[config.mk]
export PLATFORM = sky130hd
export DESIGN_NAME = pirq_router
export DESIGN_NICKNAME = d
export VERILOG_FILES = /design/src/rtl/pirq_pkg.sv /design/src/rtl/pirq_route_regs.sv /design/src/rtl/pirq_route_decode.sv /design/src/rtl/pirq_level_matrix.sv /design/src/rtl/pirq_line_merge.sv /design/src/rtl/pirq_router.sv
export SDC_FILE = /design/constraint.sdc
export NUM_CORES = 1
export LEC_CHECK = 0
export BUFFER_PORTS_ARGS = -buffer_cell sky130_fd_sc_hd__buf_2
export CORE_AREA = 4 4 123 66
export DETAILED_ROUTE_END_ITERATION = 12
export DIE_AREA = 0 0 127 70
export MAX_ROUTING_LAYER = met4
export PLACE_DENSITY_LB_ADDON = 0.25
export SYNTH_ARGS = -nofsm -noshare
export SYNTH_HDL_FRONTEND = slang
export SYNTH_HIERARCHICAL = 1
export SYNTH_SLANG_ARGS = --single-unit
[constraint.sdc]
create_clock -name clk -period 3.8 [get_ports clk]
set_input_delay 0.38 -clock clk [delete_from_list [all_inputs] [get_ports clk]]
set_output_delay 0.38 -clock clk [all_outputs]
set_load 0.03 [all_outputs]
[src/rtl/pirq_pkg.sv]
package pirq_pkg;

  typedef logic [7:0] cfg_byte_t;

  // A steering byte enables its input only when it names an existing line.
  function automatic logic route_is_live(input cfg_byte_t value, input int n_line);
    return int'(value) < n_line;
  endfunction

endpackage

[src/rtl/pirq_route_regs.sv]
module pirq_route_regs
  import pirq_pkg::*;
#(
  parameter int N_REQ    = 4,
  parameter int CFG_AW   = 8,
  parameter int BASE_OFS = 'h60,
  parameter int RST_VAL  = 'h80
) (
  input  logic                 clk,
  input  logic                 rst_n,
  input  logic                 wr_en,
  input  logic [CFG_AW-1:0]    addr,
  input  cfg_byte_t            wdata,
  output cfg_byte_t            route_q [N_REQ],
  output cfg_byte_t            rdata
);

  logic [N_REQ-1:0] sel;

  for (genvar gi = 0; gi < N_REQ; gi++) begin : g_reg
    assign sel[gi] = (addr == CFG_AW'(BASE_OFS + gi));

    always_ff @(posedge clk or negedge rst_n) begin
      if (!rst_n) begin
        route_q[gi] <= cfg_byte_t'(RST_VAL);
      end else if (wr_en && sel[gi]) begin
        route_q[gi] <= wdata;
      end
    end
  end

  always_comb begin
    rdata = '0;
    for (int i = 0; i < N_REQ; i++) begin
      if (sel[i]) rdata = route_q[i];
    end
  end

endmodule

[src/rtl/pirq_route_decode.sv]
module pirq_route_decode
  import pirq_pkg::*;
#(
  parameter int N_REQ  = 4,
  parameter int N_LINE = 16,
  localparam int LINE_W = $clog2(N_LINE)
) (
  input  cfg_byte_t         route_q [N_REQ],
  output logic [N_REQ-1:0]  en,
  output logic [LINE_W-1:0] line [N_REQ]
);

  for (genvar gi = 0; gi < N_REQ; gi++) begin : g_dec
    assign en[gi]   = route_is_live(route_q[gi], N_LINE);
    assign line[gi] = en[gi] ? route_q[gi][LINE_W-1:0] : '0;
  end

endmodule

[src/rtl/pirq_level_matrix.sv]
module pirq_level_matrix #(
  parameter int N_REQ  = 4,
  parameter int N_LINE = 16,
  localparam int LINE_W = $clog2(N_LINE)
) (
  input  logic              clk,
  input  logic              rst_n,
  input  logic [N_REQ-1:0]  req,
  input  logic [N_REQ-1:0]  en,
  input  logic [LINE_W-1:0] line [N_REQ],
  output logic [N_REQ-1:0]  mat_q [N_LINE]
);

  logic [N_REQ-1:0] mat_d [N_LINE];

  // Whole matrix rebuilt each cycle from live levels and current steering.
  always_comb begin
    for (int l = 0; l < N_LINE; l++) begin
      for (int i = 0; i < N_REQ; i++) begin
        mat_d[l][i] = req[i] && en[i] && (line[i] == LINE_W'(l));
      end
    end
  end

  always_ff @(posedge clk or negedge rst_n) begin
    if (!rst_n) begin
      for (int l = 0; l < N_LINE; l++) mat_q[l] <= '0;
    end else begin
      for (int l = 0; l < N_LINE; l++) mat_q[l] <= mat_d[l];
    end
  end

endmodule

[src/rtl/pirq_line_merge.sv]
module pirq_line_merge #(
  parameter int N_REQ  = 4,
  parameter int N_LINE = 16
) (
  input  logic [N_REQ-1:0]  mat_q [N_LINE],
  output logic [N_LINE-1:0] irq
);

  for (genvar gl = 0; gl < N_LINE; gl++) begin : g_line
    assign irq[gl] = |mat_q[gl];
  end

endmodule

[src/rtl/pirq_router.sv]
module pirq_router
  import pirq_pkg::*;
#(
  parameter int N_REQ    = 4,
  parameter int N_LINE   = 16,
  parameter int CFG_AW   = 8,
  parameter int BASE_OFS = 'h60,
  parameter int RST_VAL  = 'h80,
  localparam int LINE_W  = $clog2(N_LINE)
) (
  input  logic                      clk,
  input  logic                      rst_n,
  input  logic [N_REQ-1:0]          req_i,
  input  logic                      cfg_wr_en,
  input  logic [CFG_AW-1:0]         cfg_addr,
  input  logic [7:0]                cfg_wdata,
  output logic [7:0]                cfg_rdata,
  output logic [N_LINE-1:0]         irq_o,
  output logic [N_REQ-1:0]          route_en_o,
  output logic [N_REQ*LINE_W-1:0]   route_line_o
);

  cfg_byte_t         route_q [N_REQ];
  logic [N_REQ-1:0]  en;
  logic [LINE_W-1:0] line [N_REQ];
  logic [N_REQ-1:0]  mat_q [N_LINE];

  pirq_route_regs #(
    .N_REQ(N_REQ), .CFG_AW(CFG_AW), .BASE_OFS(BASE_OFS), .RST_VAL(RST_VAL)
  ) u_regs (
    .clk(clk), .rst_n(rst_n), .wr_en(cfg_wr_en), .addr(cfg_addr),
    .wdata(cfg_wdata), .route_q(route_q), .rdata(cfg_rdata)
  );

  pirq_route_decode #(.N_REQ(N_REQ), .N_LINE(N_LINE)) u_dec (
    .route_q(route_q), .en(en), .line(line)
  );

  pirq_level_matrix #(.N_REQ(N_REQ), .N_LINE(N_LINE)) u_mat (
    .clk(clk), .rst_n(rst_n), .req(req_i), .en(en), .line(line), .mat_q(mat_q)
  );

  pirq_line_merge #(.N_REQ(N_REQ), .N_LINE(N_LINE)) u_merge (
    .mat_q(mat_q), .irq(irq_o)
  );

  assign route_en_o = en;
  for (genvar gi = 0; gi < N_REQ; gi++) begin : g_stat
    assign route_line_o[gi*LINE_W +: LINE_W] = line[gi];
  end

endmodule

# Yosys cells after proc, flatten, opt, wreduce, memory -nomap -nowiden
# Cells that the tools add are included.
[classes]
magnitude_cmp = 4
n_mux = 8
n_eq_ne = 64
n_reduce_logical = 92
[op_table]
columns = ["cell", "count"]
rows = [
  ["$eq 4x4->1 const B", 32],
  ["$logic_and 1x1->1", 72],
  ["$eq 4x3->1 const B", 16],
  ["$reduce_or 4->1", 16],
  ["$eq 4x2->1 const B", 8],
  ["$eq 8x7->1 const B", 4],
  ["$lt 8x5->1 const B", 4],
  ["$mux 8", 4],
  ["$eq 4x1->1 const B", 4],
  ["$logic_not 4->1", 4],
  ["$mux 4", 4],
]
[totals]
reg_bits = 96
input_bits = 23
elab_cells = 188
output_inout_bits = 44

# Depth between registers and ports, before layout
[depth]
ltp_word = 5
ltp_mapped = 5
depth_no_buf = 4

# Modules after synthesis
# The synthesis kept the hierarchy.
[by_module_without_submodules]
columns = ["module", "instances", "area_each_um2", "cells_per_inst"]
rows = [
  ["pirq_level_matrix", 1, 2067.0, 156],
  ["pirq_route_regs", 1, 1552.7, 93],
  ["pirq_route_decode", 1, 185.2, 20],
  ["pirq_line_merge", 1, 120.1, 16],
]

# Worst setup path before layout
# OpenSTA, ideal clock, no wires.
[synth_path]
path_kind = "input-to-output"
from = "in cfg_addr[4]"
to = "out cfg_rdata[0]"
arrival_ns = 2.007
n_path_buf = 1
stages = 4
required_ns = 3.420
path_slack_ns = 1.413
cell_sequence = "or4b_1 > buf_4 > or3b_1 > nor2b_1"
[synth_between]
elab_chain_len = 5
elab_cells_between_ends = 8
cone_classes = "eq/ne: 4; mux: 4"
[synth_lines]
columns = ["item", "line_no", "text"]
rows = [
  ["start: declaration", "pirq_router.sv:15", "input logic [CFG_AW-1:0] cfg_addr,"],
  ["$eq 8x7->1", "pirq_route_regs.sv:21", "assign sel[gi] = (addr == CFG_AW'(BASE_OFS + gi));"],
  ["$mux 8 (3 in series)", "pirq_route_regs.sv:35", "if (sel[i]) rdata = route_q[i];"],
  ["$mux 8 *", "pirq_route_regs.sv:35", ""],
  ["end: declaration", "pirq_router.sv:17", "output logic [7:0] cfg_rdata,"],
]
# Every way passes the cells marked *; elsewhere a longest branch is shown, timed or not.

# Worst setup path after layout
[layout_path]
from = "in cfg_addr[4]"
to = "out cfg_rdata[1]"
# Same word-level chain as after synthesis.

==> results by group <==
Run status
  – Outcome: finished, final reports clean

STA
  – RSZ-0062 raised after global routing: false
  – Fmax: about 400 MHz
  – Setup Skew: between 0.007 and 0.008 ns
  – Setup TNS: 0 ns
  – Setup violations, final: 0
  – Tcrit/Tclk final: around 66%
  – Worst-margin pin slew: 0.863 ns
  – Final hold vios: 0
  – Hold_ws: around 0.15 ns
  – Tmin final: between 2 and 3 ns
  – Final Max Tran Viols: 0
  – Relative slew margins: 42.5%

Pwr
  – Total Power: 2.17 mW
  – Sw Pwr: 0.555 mW
  – Cell Int Power: about 1.6 mW
  – Maximum vdd ir drop: 0.329 mV
  – Seq pwr share: between 40% and 50%
  – Clock Power Share: 39.7%
  – Leak: around 2.4 nW
  – Pwr Density: roughly 470 mW/mm²
  – Sw Share: 25.6%
  – Combinational share of power: 10.8%

Critical path
  – Crit end category: primary output
  – Crit path kind: in2out
  – R2R Setup Slk: 1.77 ns
  – Critical path arrival: 2.13 ns
  – Crit Path Max Fanout: 8
  – Crit start category: input pin
  – Worst r2r path cells: 4
  – Required time of the critical path: 3.42 ns
  – RR Endpoint: u_mat/mat_q[50]
  – R2R Path Start: u_regs/route_q[14]

Global routing
  – Global Route Usage Sum: 24.1%
  – Vias in the first global route: 2671
  – Initial antenna violation count: 0
  – GR Overflow Total: 0
  – First-pass GRT wire length: 15200 µm
  – Largest net degree at the start of global routing: 72

Synthesis
  – Post-synthesis sequential area ratio: between 60% and 70%
  – Yosys top cell area share: between 50% and 60%
  – Top FF cell, synth: dfrtp_1
  – Synthesized instance count: 285
  – Distinct cells, synth: 27
  – Area contributors post-synth: dfrtp_1 (59%), mux2_2 (6.9%), mux4_2 (4.6%), nor2_1 (4.6%), mux2_4 (3.1%)
  – Synthesized area per cell: 13.8 µm²
  – Async SR Flop Fraction: between 90% and 100%
  – Synth warn: 6
  – Post-synth EDFFs: 0
  – Largest area contributor in the netlist: dfrtp_1
  – Syn Nets: a little over 300
  – Synthesized area: 0.00393 mm²
  – Seq cells post-synth: 96

Clock tree
  – Number of setup buffers added after CTS: 0
  – CTS tree: yes
  – Resized cells post-CTS: 0
  – H-tree levels: 3
  – Clock buffer count from CTS: 9
  – Worst-path clk slew: 0.06 ns
  – Post-CTS Hold Buffers: 0
  – Longest Clk Path Bufs: 2
  – Worst-Skew Late Latency: between 0.3 and 0.4 ns
  – # clock sinks: 96
  – CTS root buffer: clkbuf_16

Finish
  – Fin util: 65.5%
  – Area grow syn2layout: 18.5%
  – Design area: 0.00465 mm²
  – Multi-input logic area: roughly 0.0015 mm²
  – Share of cells above drive strength 1: 37.1%
  – Diodes inserted: 0
  – FF/Latch Area: roughly 0.0024 mm²
  – # fillers: 543
  – Fin nets: 382

Detailed routing
  – Post-Route WL: 9550 µm
  – Detail Route Antenna Nets: 0
  – Post-route DRC violation count: 0
  – Vias per cell: 5.72
  – DRT iter0 DRCs: 219
  – DR WL/cell: 20.8 µm
  – Pre-antenna DRT Iters: 4
  – Routed vias: roughly 2.6k

Hold path
  – Hold WC Path Type: in2async

Floorplanning
  – Core Region: 0.00710 mm²
  – Initial Util: between 50% and 60%
  – Die H: 70 µm
  – IO Pins: 67
  – Std-Cell Rows: 22
  – Horiz. Die Dim: 127 µm
  – Die Area: 0.00889 mm²

Placed design
  – PortBufs: 66
  – RePlAce Congestion: approximately 0.94
  – Placement Cell Area: 0.00436 mm²
  – Final HPWL from detailed placement: 7210 µm

Job
  – # Max-Cap Violations: 0
-- critical path, cell delays in order --
cell	delay, ns
buf_2	0.09
or4b_1	0.68
or3b_1	0.60
nor2b_1	0.16
buf_2	0.21
-- worst max-delay path by stage --
stage	startpoint	endpoint	slack, ns	cells past startpoint
floorplan	cfg_addr[4]	cfg_rdata[0]	1.41	4
global placement	cfg_addr[4]	cfg_rdata[2]	1.34	5
detailed placement	cfg_addr[4]	cfg_rdata[2]	1.30	5
CTS	cfg_addr[4]	cfg_rdata[2]	1.30	5
global route	cfg_addr[4]	cfg_rdata[2]	1.23	5
finish	cfg_addr[4]	cfg_rdata[1]	1.29	5
-- flip-flops by register name, indices dropped and copies added (netlist names) --
register	flops
u_regs/route_q	32
u_mat/mat_q	64
-- cell families after synthesis --
| logic type | synth area share [%] |
|---|---|
| and+or+nand+nor | 23.4 |
| buffers and inverters | 0.765 |
| muxes | 14.5 |
| DFF | 61.3 |
-- through the flow --
stage	std cells	setup WS [ns]
finish	460	1.29
global route	460	1.23
CTS	460	1.30
detailed placement	444	1.30
global placement	444	1.34
floorplan	285	1.41
-- layout make-up --
| type | instances | share of cell area, % |
|---|---|---|
| clock buffer | 11 | 5.43 |
| multi-input combinational | 184 | 32.0 |
| timing repair buffer | 67 | 7.32 |
| clock inverter | 5 | 0.834 |
| tap | 96 | 2.58 |
| sequential | 96 | 51.8 |
| inverter | 1 | 0.0807 |
-- synthesized netlist by cell type (all sizes together), types with 3 or more instances --
cell type,instances
and2,16
buf,3
dfrtp,92
dfstp,4
mux2,32
mux4,8
nand2,5
nand2b,8
nand4,4
nand4b,8
nand4bb,4
nor2,48
nor2b,8
nor3,17
nor4,5
or4,17
-- power groups by stage --
| stage | registers, mW | clock network, mW | logic, mW |
|---|---|---|---|
| 4_1_cts | 1.07 | 0.877 | 0.235 |
| 5_1_grt | 1.08 | 0.931 | 0.254 |
| 6_report | 1.07 | 0.859 | 0.235 |
| 2_1_floorplan | 1.08 | 0 | 0.144 |
| 3_5_place_dp | 1.09 | 0 | 0.235 |
| 3_3_place_gp | 1.09 | 0 | 0.232 |
-- cells in the final DEF (no fill, tap or decap) --
master	instances
clkinv_2	1
nand4b_1	8
nand4bb_1	4
nand3b_1	1
nor3_2	1
inv_1	1
dfstp_2	4
nor4b_4	1
buf_4	2
nor2_1	48
nand4_1	4
or3b_1	1
nor3_1	16
clkbuf_8	2
mux2_2	24
buf_2	65
or4_4	1
mux4_2	8
clkinvlp_4	1
nor2b_1	8
clkinv_4	2
nand2b_1	8
nor4_4	5
or4_1	16
clkbuf_16	9
inv_6	1
dfrtp_1	92
and2_1	16
nand2_1	5
mux2_4	8
or4b_1	1
-- routing by layer --
metal	vias up	track usage, %	part of all wire (%)
li1	1167	-	-
met1	1330	37.1	45
met2	128	28.7	40
met3	8	10.2	14
met4	0	6.06	1.0
met5	-	-	0
Power figures use the tool's default switching activity.
